File: src/rtl/extint_pkg.sv
`timescale 1ns/1ps
package extint_pkg;

  localparam int CTL_W      = 8;
  localparam int POL_BIT    = 4;
  localparam int LVL_BIT    = 5;
  localparam int KSEL_LSB   = 6;
  localparam int UNLOCK_BIT = 5;

  typedef enum logic [1:0] {
    KSRC_PIN    = 2'b00,
    KSRC_RSVD   = 2'b01,
    KSRC_NARROW = 2'b10,
    KSRC_WIDE   = 2'b11
  } ksrc_e;

  typedef struct packed {
    ksrc_e ksel;
    logic  lvl;
    logic  pol;
  } ext_ctl_t;

  // pol 0: falling edge fires; pol 1: rising edge fires
  function automatic logic edge_hit(logic cur, logic prv, logic pol);
    return pol ? (cur & ~prv) : (~cur & prv);
  endfunction

  // pol 0: high level active; pol 1: low level active
  function automatic logic level_hit(logic cur, logic pol);
    return pol ? ~cur : cur;
  endfunction

  function automatic ext_ctl_t decode_ctl(logic [CTL_W-1:0] d, logic keep_ksel);
    ext_ctl_t r;
    r.pol  = d[POL_BIT];
    r.lvl  = d[LVL_BIT];
    r.ksel = keep_ksel ? ksrc_e'(d[KSEL_LSB +: 2]) : KSRC_PIN;
    return r;
  endfunction

endpackage

File: src/rtl/extint_sync.sv
`timescale 1ns/1ps
module extint_sync #(
  parameter int W      = 1,
  parameter int STAGES = 2
) (
  input  logic         clk,
  input  logic         rst_n,
  input  logic [W-1:0] d,
  output logic [W-1:0] q
);

  logic [W-1:0] stg [STAGES];

  always_ff @(posedge clk or negedge rst_n) begin
    if (!rst_n) begin
      for (int i = 0; i < STAGES; i++) stg[i] <= '0;
    end else begin
      stg[0] <= d;
      for (int i = 1; i < STAGES; i++) stg[i] <= stg[i-1];
    end
  end

  assign q = stg[STAGES-1];

endmodule

File: src/rtl/extint_ctl_regs.sv
`timescale 1ns/1ps
module extint_ctl_regs
  import extint_pkg::*;
#(
  parameter int NUM_CH    = 5,
  parameter int ADDR_W    = 3,
  parameter int KEY_CH    = 3,
  parameter int LOCK_CH   = 4,
  parameter int FSEL_ADDR = 5
) (
  input  logic                    clk,
  input  logic                    rst_n,
  input  logic                    wr_en,
  input  logic [ADDR_W-1:0]       wr_addr,
  input  logic [CTL_W-1:0]        wr_data,
  output ext_ctl_t [NUM_CH-1:0]   ctl_o,
  output logic                    unlock_o
);

  logic unlock_q;

  always_ff @(posedge clk or negedge rst_n) begin
    if (!rst_n)
      unlock_q <= 1'b0;
    else if (wr_en && (wr_addr == ADDR_W'(FSEL_ADDR)))
      unlock_q <= wr_data[UNLOCK_BIT];
  end

  assign unlock_o = unlock_q;

  for (genvar ch = 0; ch < NUM_CH; ch++) begin : g_ctl
    localparam bit HAS_KSEL = (ch == KEY_CH);
    localparam bit IS_LOCK  = (ch == LOCK_CH);
    ext_ctl_t ctl_q;
    logic     sel_hit;
    logic     allow;

    assign sel_hit = wr_en && (wr_addr == ADDR_W'(ch));
    assign allow   = IS_LOCK ? unlock_q : 1'b1;

    always_ff @(posedge clk or negedge rst_n) begin
      if (!rst_n)
        ctl_q <= '0;
      else if (sel_hit && allow)
        ctl_q <= decode_ctl(wr_data, HAS_KSEL);
    end

    assign ctl_o[ch] = ctl_q;
  end

endmodule

File: src/rtl/extint_key_src.sv
`timescale 1ns/1ps
module extint_key_src
  import extint_pkg::*;
#(
  parameter int KEY_W = 5
) (
  input  logic             pin_s,
  input  logic [KEY_W-1:0] keys_s,
  input  ksrc_e            ksel,
  input  logic             pol,
  output logic             sig,
  output logic             src_en
);

  localparam logic [KEY_W-1:0] WIDE_M   = '1;
  localparam logic [KEY_W-1:0] NARROW_M = WIDE_M >> 1;

  // AND for falling/high sensing, OR for rising/low sensing
  function automatic logic merge(logic [KEY_W-1:0] k, logic [KEY_W-1:0] m, logic p);
    return p ? |(k & m) : &(k | ~m);
  endfunction

  always_comb begin
    sig    = 1'b0;
    src_en = 1'b1;
    unique case (ksel)
      KSRC_PIN:    sig = pin_s;
      KSRC_RSVD:   src_en = 1'b0;
      KSRC_NARROW: sig = merge(keys_s, NARROW_M, pol);
      KSRC_WIDE:   sig = merge(keys_s, WIDE_M, pol);
    endcase
  end

endmodule

File: src/rtl/extint_detect.sv
`timescale 1ns/1ps
module extint_detect
  import extint_pkg::*;
(
  input  logic clk,
  input  logic rst_n,
  input  logic sig,
  input  logic src_en,
  input  logic lvl,
  input  logic pol,
  output logic req_o
);

  logic prev_q;
  logic req_q;
  logic hit;

  assign hit = src_en & (lvl ? level_hit(sig, pol) : edge_hit(sig, prev_q, pol));

  always_ff @(posedge clk or negedge rst_n) begin
    if (!rst_n) begin
      prev_q <= 1'b0;
      req_q  <= 1'b0;
    end else begin
      prev_q <= sig;
      req_q  <= hit;
    end
  end

  assign req_o = req_q;

endmodule

File: src/rtl/extint_conditioner.sv
`timescale 1ns/1ps
module extint_conditioner
  import extint_pkg::*;
#(
  parameter int NUM_CH      = 5,
  parameter int KEY_W       = 5,
  parameter int SYNC_STAGES = 2,
  parameter int KEY_CH      = 3,
  parameter int LOCK_CH     = 4,
  parameter int ADDR_W      = 3
) (
  input  logic              clk,
  input  logic              rst_n,
  input  logic [NUM_CH-1:0] ext_pin,
  input  logic [KEY_W-1:0]  key_in,
  input  logic              wr_en,
  input  logic [ADDR_W-1:0] wr_addr,
  input  logic [CTL_W-1:0]  wr_data,
  output logic [NUM_CH-1:0] req_set
);

  localparam int FSEL_ADDR = NUM_CH;
  localparam int SYNC_W    = NUM_CH + KEY_W;

  // named internal events, also observed by the bound checker
  logic [SYNC_W-1:0]     sync_q;
  logic [NUM_CH-1:0]     pin_s;
  logic [KEY_W-1:0]      key_s;
  ext_ctl_t [NUM_CH-1:0] ctl;
  logic                  unlock;
  logic [NUM_CH-1:0]     lvl_mode;
  logic [NUM_CH-1:0]     pol_sel;
  logic [NUM_CH-1:0]     sig_s;
  logic [NUM_CH-1:0]     src_en;
  logic [1:0]            key_ksel;
  logic                  key_sig;
  logic                  key_en;

  extint_sync #(.W(SYNC_W), .STAGES(SYNC_STAGES)) u_sync (
    .clk   (clk),
    .rst_n (rst_n),
    .d     ({key_in, ext_pin}),
    .q     (sync_q)
  );

  assign pin_s = sync_q[NUM_CH-1:0];
  assign key_s = sync_q[SYNC_W-1:NUM_CH];

  extint_ctl_regs #(
    .NUM_CH    (NUM_CH),
    .ADDR_W    (ADDR_W),
    .KEY_CH    (KEY_CH),
    .LOCK_CH   (LOCK_CH),
    .FSEL_ADDR (FSEL_ADDR)
  ) u_regs (
    .clk      (clk),
    .rst_n    (rst_n),
    .wr_en    (wr_en),
    .wr_addr  (wr_addr),
    .wr_data  (wr_data),
    .ctl_o    (ctl),
    .unlock_o (unlock)
  );

  assign key_ksel = ctl[KEY_CH].ksel;

  extint_key_src #(.KEY_W(KEY_W)) u_key_src (
    .pin_s  (pin_s[KEY_CH]),
    .keys_s (key_s),
    .ksel   (ctl[KEY_CH].ksel),
    .pol    (ctl[KEY_CH].pol),
    .sig    (key_sig),
    .src_en (key_en)
  );

  for (genvar ch = 0; ch < NUM_CH; ch++) begin : g_ch
    assign lvl_mode[ch] = ctl[ch].lvl;
    assign pol_sel[ch]  = ctl[ch].pol;

    if (ch == KEY_CH) begin : g_key
      assign sig_s[ch]  = key_sig;
      assign src_en[ch] = key_en;
    end else begin : g_pin
      assign sig_s[ch]  = pin_s[ch];
      assign src_en[ch] = 1'b1;
    end

    extint_detect u_det (
      .clk    (clk),
      .rst_n  (rst_n),
      .sig    (sig_s[ch]),
      .src_en (src_en[ch]),
      .lvl    (lvl_mode[ch]),
      .pol    (pol_sel[ch]),
      .req_o  (req_set[ch])
    );
  end

endmodule

File: config.mk
export PLATFORM = sky130hd
export DESIGN_NAME = extint_conditioner
export DESIGN_NICKNAME = d
export VERILOG_FILES = /design/src/rtl/extint_pkg.sv /design/src/rtl/extint_sync.sv /design/src/rtl/extint_ctl_regs.sv /design/src/rtl/extint_key_src.sv /design/src/rtl/extint_detect.sv /design/src/rtl/extint_conditioner.sv
export SDC_FILE = /design/constraint.sdc
export NUM_CORES = 1
export LEC_CHECK = 0
export ABC_CLOCK_PERIOD_IN_PS = 1620
export BUFFER_PORTS_ARGS = -buffer_cell sky130_fd_sc_hd__buf_2
export CELL_PAD_IN_SITES_DETAIL_PLACEMENT = 0
export CELL_PAD_IN_SITES_GLOBAL_PLACEMENT = 1
export CORE_AREA = 2 2 65 67
export CTS_BUF_LIST = sky130_fd_sc_hd__clkbuf_4
export DETAILED_ROUTE_END_ITERATION = 12
export DIE_AREA = 0 0 67 69
export PLACE_DENSITY_LB_ADDON = 0.1
export REMOVE_ABC_BUFFERS = 1
export SETUP_SLACK_MARGIN = 0.05
export SLEW_MARGIN = 20
export SYNTH_ARGS = -nofsm -noshare
export SYNTH_HDL_FRONTEND = slang
export SYNTH_SLANG_ARGS = --single-unit
File: constraint.sdc
create_clock -name clk -period 1.62 [get_ports clk]
set_clock_uncertainty 0.05 [all_clocks]
set_input_delay 0.162 -clock clk [delete_from_list [all_inputs] [get_ports clk]]
set_output_delay 0.162 -clock clk [all_outputs]
set_load 0.05 [all_outputs]
Word level (Yosys, flattened, before mapping)
Index checks and enable logic that the tools add are counted.
{"block": "classes", "reduce_logical": 13, "eq_ne": 8, "bitwise_logic": 21, "mux": 19}
{"operator": "$mux 1", "n": 18}
{"operator": "$and 1x1->1", "n": 11}
{"operator": "$not 1->1", "n": 10}
{"operator": "$logic_and 1x1->1", "n": 7}
{"operator": "$eq 3x2->1 const B", "n": 2}
{"operator": "$eq 3x3->1 const B", "n": 2}
{"operator": "$reduce_and 5->1", "n": 1}
{"operator": "$reduce_or 5->1", "n": 1}
{"operator": "$eq 2x2->1 const B", "n": 2}
{"operator": "$reduce_and 4->1", "n": 1}
{"operator": "$reduce_or 4->1", "n": 1}
{"operator": "$eq 3x1->1 const B", "n": 1}
{"operator": "$logic_not 3->1", "n": 1}
{"operator": "$pmux 1 s3", "n": 1}
{"operator": "$eq 2x1->1 const B", "n": 1}
{"operator": "$logic_not 2->1", "n": 1}
{"block": "word_totals", "out_inout_bits": 5, "ff_bits": 43, "word_cells": 85, "in_bits": 24}

Depth between registers and ports, before layout
{"block": "depth", "ltp_word": 8, "ltp_mapped": 5, "depth_no_buf": 5}

Modules after synthesis
Synthesis repeated with hierarchy kept, for this count alone.
{"block": "hier_totals", "hier_cells": 124, "hier_area_um2": 1729.2}
{"mod": "extint_ctl_regs", "area_each_um2": 609.3, "cells_per_inst": 42, "seq_area_each_um2": 325.3, "instances": 1}
{"mod": "extint_sync", "area_each_um2": 575.6, "cells_per_inst": 30, "seq_area_each_um2": 500.5, "instances": 1}
{"mod": "extint_detect", "area_each_um2": 95.1, "cells_per_inst": 8, "seq_area_each_um2": 50.0, "instances": 5}
{"mod": "extint_key_src", "area_each_um2": 65.1, "cells_per_inst": 11, "seq_area_each_um2": 0.0, "instances": 1}
{"mod": "extint_conditioner", "area_each_um2": 3.8, "cells_per_inst": 1, "seq_area_each_um2": 0.0, "instances": 1}

Worst setup path before layout
OpenSTA, ideal clock, no wires.
{"block": "synth_timing", "path_type": "register to register", "from": "register u_sync.stg (netlist bit u_sync.q[5])", "to": "register g_ch[3].u_det.req_q", "slack_ns": 0.031, "required_time_ns": 1.500, "stages_incl_launch_ff": 6, "t_arrival_ns": 1.469, "n_path_buf": 0, "setup_ns": 0.070, "period_less_slack_ns": 1.589, "path_cell_list": "dfrtp_1 -> and3_1 -> a31oi_1 -> o311a_1 -> or4_1 -> nand3b_1"}
{"block": "synth_via", "elab_chain_cells": 8, "word_cells_on_any_way": 14, "classes_between": "mux (6); bitwise (4); reduce/logical (4)"}
{"item": "from (decl)", "line": "extint_sync.sv:12", "text": "logic [W-1:0] stg [STAGES];"}
{"item": "$reduce_and 5->1 (tied with other cells)", "line": "extint_key_src.sv:20", "text": "return p ? |(k & m) : &(k | ~m);"}
{"item": "$mux 1", "line": "extint_key_src.sv:20"}
{"item": "$pmux 1 s3 *", "line": "extint_key_src.sv:26", "text": "unique case (ksel)"}
{"item": "$not 1->1", "line": "extint_pkg.sv:25, extint_pkg.sv:30"}
{"item": "$and 1x1->1", "line": "extint_pkg.sv:25", "text": "return pol ? (cur & ~prv) : (~cur & prv);"}
{"item": "$mux 1", "line": "extint_pkg.sv:25"}
{"item": "$mux 1 *", "line": "extint_detect.sv:18", "text": "assign hit = src_en & (lvl ? level_hit(sig, pol) : edge_hit(sig, prev_q, pol));"}
{"item": "$and 1x1->1 *", "line": "extint_detect.sv:18"}
{"item": "named net g_ch[3].u_det.hit", "line": "extint_detect.sv:16", "text": "logic hit;"}
{"item": "to (signal assigned)", "line": "extint_detect.sv:26", "text": "req_q <= hit;"}
{"item": "to (decl)", "line": "extint_detect.sv:15", "text": "logic req_q;"}
Mark *: on every way through the listed nets, which the timed path passes. The rest lies on a longest branch.
A chain may end at the register's enable or synchronous reset.

Worst setup path in the final report
{"block": "layout_timing", "from": "register u_sync.stg (netlist bit u_sync.q[6])", "to": "register g_ch[3].u_det.req_q"}
Same word-level chain as after synthesis.

==> flow_summary.toml <==
[floorplanning]
pin_count = 29
die_h_um = 69
core_area_sq_mm = 0.00391
die_x_um = 67
initial_core_util_pct = 40.1
dieArea_sq_mm = 0.00462
num_rows = 23

[global_route]
grt_pass1_vias = 1076
grt_pass1_wl_um = 4610
grt_use_total_pct = 13.4
antenna_found_initial = 0
grt_max_degree = 25
overflow = 0

[power_and_ir_drop]
p_int_mw = 1.60
irDropWorstVdd_mv = 0.563
p_leak_nw = 0.888
switching_power_mw = 0.712
p_per_area_mw_per_mm2 = 1170
p_seq_share_pct = 57.3
power.total_mw = 2.31
swShare_pct = 30.8
clockPowerShare_pct = 20.1
combPwrFrac_pct = 22.6

[layout]
drive_gt1_share_pct = 31.5
area_growth_pct = 26.1
postLayoutCellArea_sq_mm = 0.00198
diodes = 0
layout_commonest_cell = "dfrtp_1"
nets = 186
most-common-layout-cells = "dfrtp_1 (43), buf_2 (24), dlygate4sd3_1 (13)"
layout.cells.non_filler = 212
fillers = 381

[drt]
num_vias = 1007
antenna_left = 0
routed_wl_um = 2590
avgViaCountPerCell = 4.75
drtIter0Drc = 27
post_drt_wl_per_cell_um = 12.2
drt-pass1-iter-count = 2
drc = 0

[synth]
yosysUniqueCellTypes = 27
avgSynthCellArea_sq_um = 13.4
synth_ff_type = "dfrtp_1"
synth-adder-area-share_pct = 0
synth_area_sq_mm = 0.00157
synth_edf_count = 0
seq_area_frac_synth_pct = 68.6
synth_async_sr_flop_share_pct = 100
synth_top_family_by_area = "simple AND/OR/NAND/NOR gates"
synthMuxAreaShare_pct = 7.18
ys.warnings.count = 0
ys_seq_elements = 43
synth_cells = 117
synth_xor_area_share_pct = 0
synth_simple_gate_area_share_pct = 12.4
synth_compound_area_share_pct = 8.22

[critical_path]
crit_path_start_kind = "flip-flop"
cp-startpoint = "u_sync.q[6]$_DFF_PN0_"
timing_worst_setup_path_type = "flip-flop to flip-flop"
cp_data_required_time_ns = 1.80
rr_worst_depth = 5
r2r-end = "g_ch[3].u_det.req_o$_DFF_PN0_"
critPathCapture = "g_ch[3].u_det.req_o$_DFF_PN0_"
cp.arrival_ns = 1.81
end_kind = "flip-flop"
path_max_fanout = 4
reg2reg_from = "u_sync.q[6]$_DFF_PN0_"
rrSetupSlack_ns = -0.006

[timing]
rsz0062_at_grt = "yes"
tns_ns = -0.00571
hold_viol = 0
fmax_mhz = 615
setup_ws_ns = -0.00571
finalCritPeriodShare_pct = 100
worstMarginPinSlew_ns = 0.501
worst_hold_slack_ns = 0.0505
slew_viol_final = 0
relSlewSlack_pct = 66.6
fin_crit_ns = 1.63
finalSetupViolations = 1

[hold_path]
holdCritPathClass = "input pin to flip-flop"

[placed_design]
dp_hpwl_um = 1760
dp.cells = 191
place_area_sq_mm = 0.00175
gp_congestion = 0.732
port_buffers = 24

[outcome]
status = "finished with violations"
violations = "setup timing"

[clock_tree]
cts_tree = "built"
clk_pin_slew_ns = 0.12
numCtsBuffers = 5
clockBufferDepth = 2
root_buffer = "clkbuf_4"
htreeDepth = 2
clock_sinks = 43
clk-insertion-delay-late_ns = 0.35

[flow_run]
drv_cap = 0
## cell type report
class | instances | area (sq um) | area share, %
sequential | 43 | 1080 | 54.4
multi-input combinational | 64 | 474 | 24.0
timing repair buffer | 43 | 299 | 15.1
tap | 50 | 62.6 | 3.16
clock buffer | 5 | 37.5 | 1.90
inverter | 5 | 18.8 | 0.949
clock inverter | 2 | 8.76 | 0.443
## cells in the mapped netlist (2+ instances only)
cell type	n	share of area, %
a211oi_1	4	1.9
a21oi_1	9	2.9
buf_4	5	2.4
dfrtp_1	43	69
inv_1	5	1.2
mux2_2	10	7.2
nand2_1	5	1.2
nand4_1	2	0.80
nor2_1	6	1.4
nor3_1	4	1.3
nor3b_1	4	1.9
nor4b_1	2	1.1
o21ai_0	3	0.96
or4_1	2	0.96
## per-layer routing
metal  part of all wire, %  routed length [um]  up-vias  global-route usage [%]
li1                      -                   -      503                       -
met1                    44                1130      476                    16.9
met2                    49                1260       22                    20.5
met3                   5.4                 139        6                    5.38
met4                   2.0                  52        0                    5.44
met5                     0                   0        -                       0
## worst min path at each step
stage	cells past startpoint	start	end	slack [ns]
final	3	wr_data[4]	u_regs.ctl_o[0]$_DFFE_PN0P_	0.05
after global routing	3	wr_data[4]	u_regs.ctl_o[0]$_DFFE_PN0P_	0.06
after CTS	3	wr_data[4]	u_regs.ctl_o[4]$_DFFE_PN0P_	0.05
after detailed placement	1	rst_n	g_ch[3].u_det.req_o$_DFF_PN0_	0.11
after global placement	1	rst_n	u_sync.stg[11]$_DFF_PN0_	0.11
after floorplan	0	rst_n	g_ch[0].u_det.prev_q$_DFF_PN0_	-0.18
## power by group through the flow
stage                     logic, mW  registers (mW)  clock network (mW)
after global placement        0.464            1.33                   0
after floorplan               0.208            1.45                   0
after CTS                     0.507            1.32               0.485
after detailed placement      0.474            1.34                   0
final                         0.524            1.32               0.465
after global routing          0.583            1.35               0.545
## worst max-delay path, cell delays in order, from the launching register on
cell	delay, ns
dfrtp_1	0.40
or4_1	0.54
nor2_2	0.11
o311a_4	0.22
nor4b_2	0.04
nand3b_1	0.16
## registers in the layout, summed over array words and instances (netlist names)
register / cells
g_ch.u_det.prev_q: 5
g_ch.u_det.req_o: 5
u_regs.ctl_o: 12
u_regs.unlock_o: 1
u_sync.q: 10
u_sync.stg: 10
## per-stage QoR
stage	util (%)	worst slack, ns
floorplan	-	0.0310
global placement	44.7	-0.0180
detailed placement	44.7	-0.0481
CTS	49.6	-0.0180
global route	50.5	-0.127
finish	50.5	-0.00571
## cell families (layout without fill, tap and decap cells)
| logic type | count (synthesis) | count (layout) |
|---|---|---|
| DFF | 43 | 43 |
| and+or+nand+nor | 33 | 33 |
| buffers and inverters | 10 | 55 |
| muxes | 10 | 10 |
| AOI/OAI and AO/OA | 21 | 21 |
## what timing repair did
| item | in CTS | in global routing |
|---|---|---|
| resized for setup | 1 | 5 |
| pin swaps | 2 | 3 |
| hold buffers | 13 | 0 |
| endpoints found under the setup margin | 1 | 2 |
| endpoints found under the hold margin | 34 | 0 |
| gates cloned | 0 | 0 |
| buffers inserted | 1 | 0 |
(Power assumes the default switching activity.)
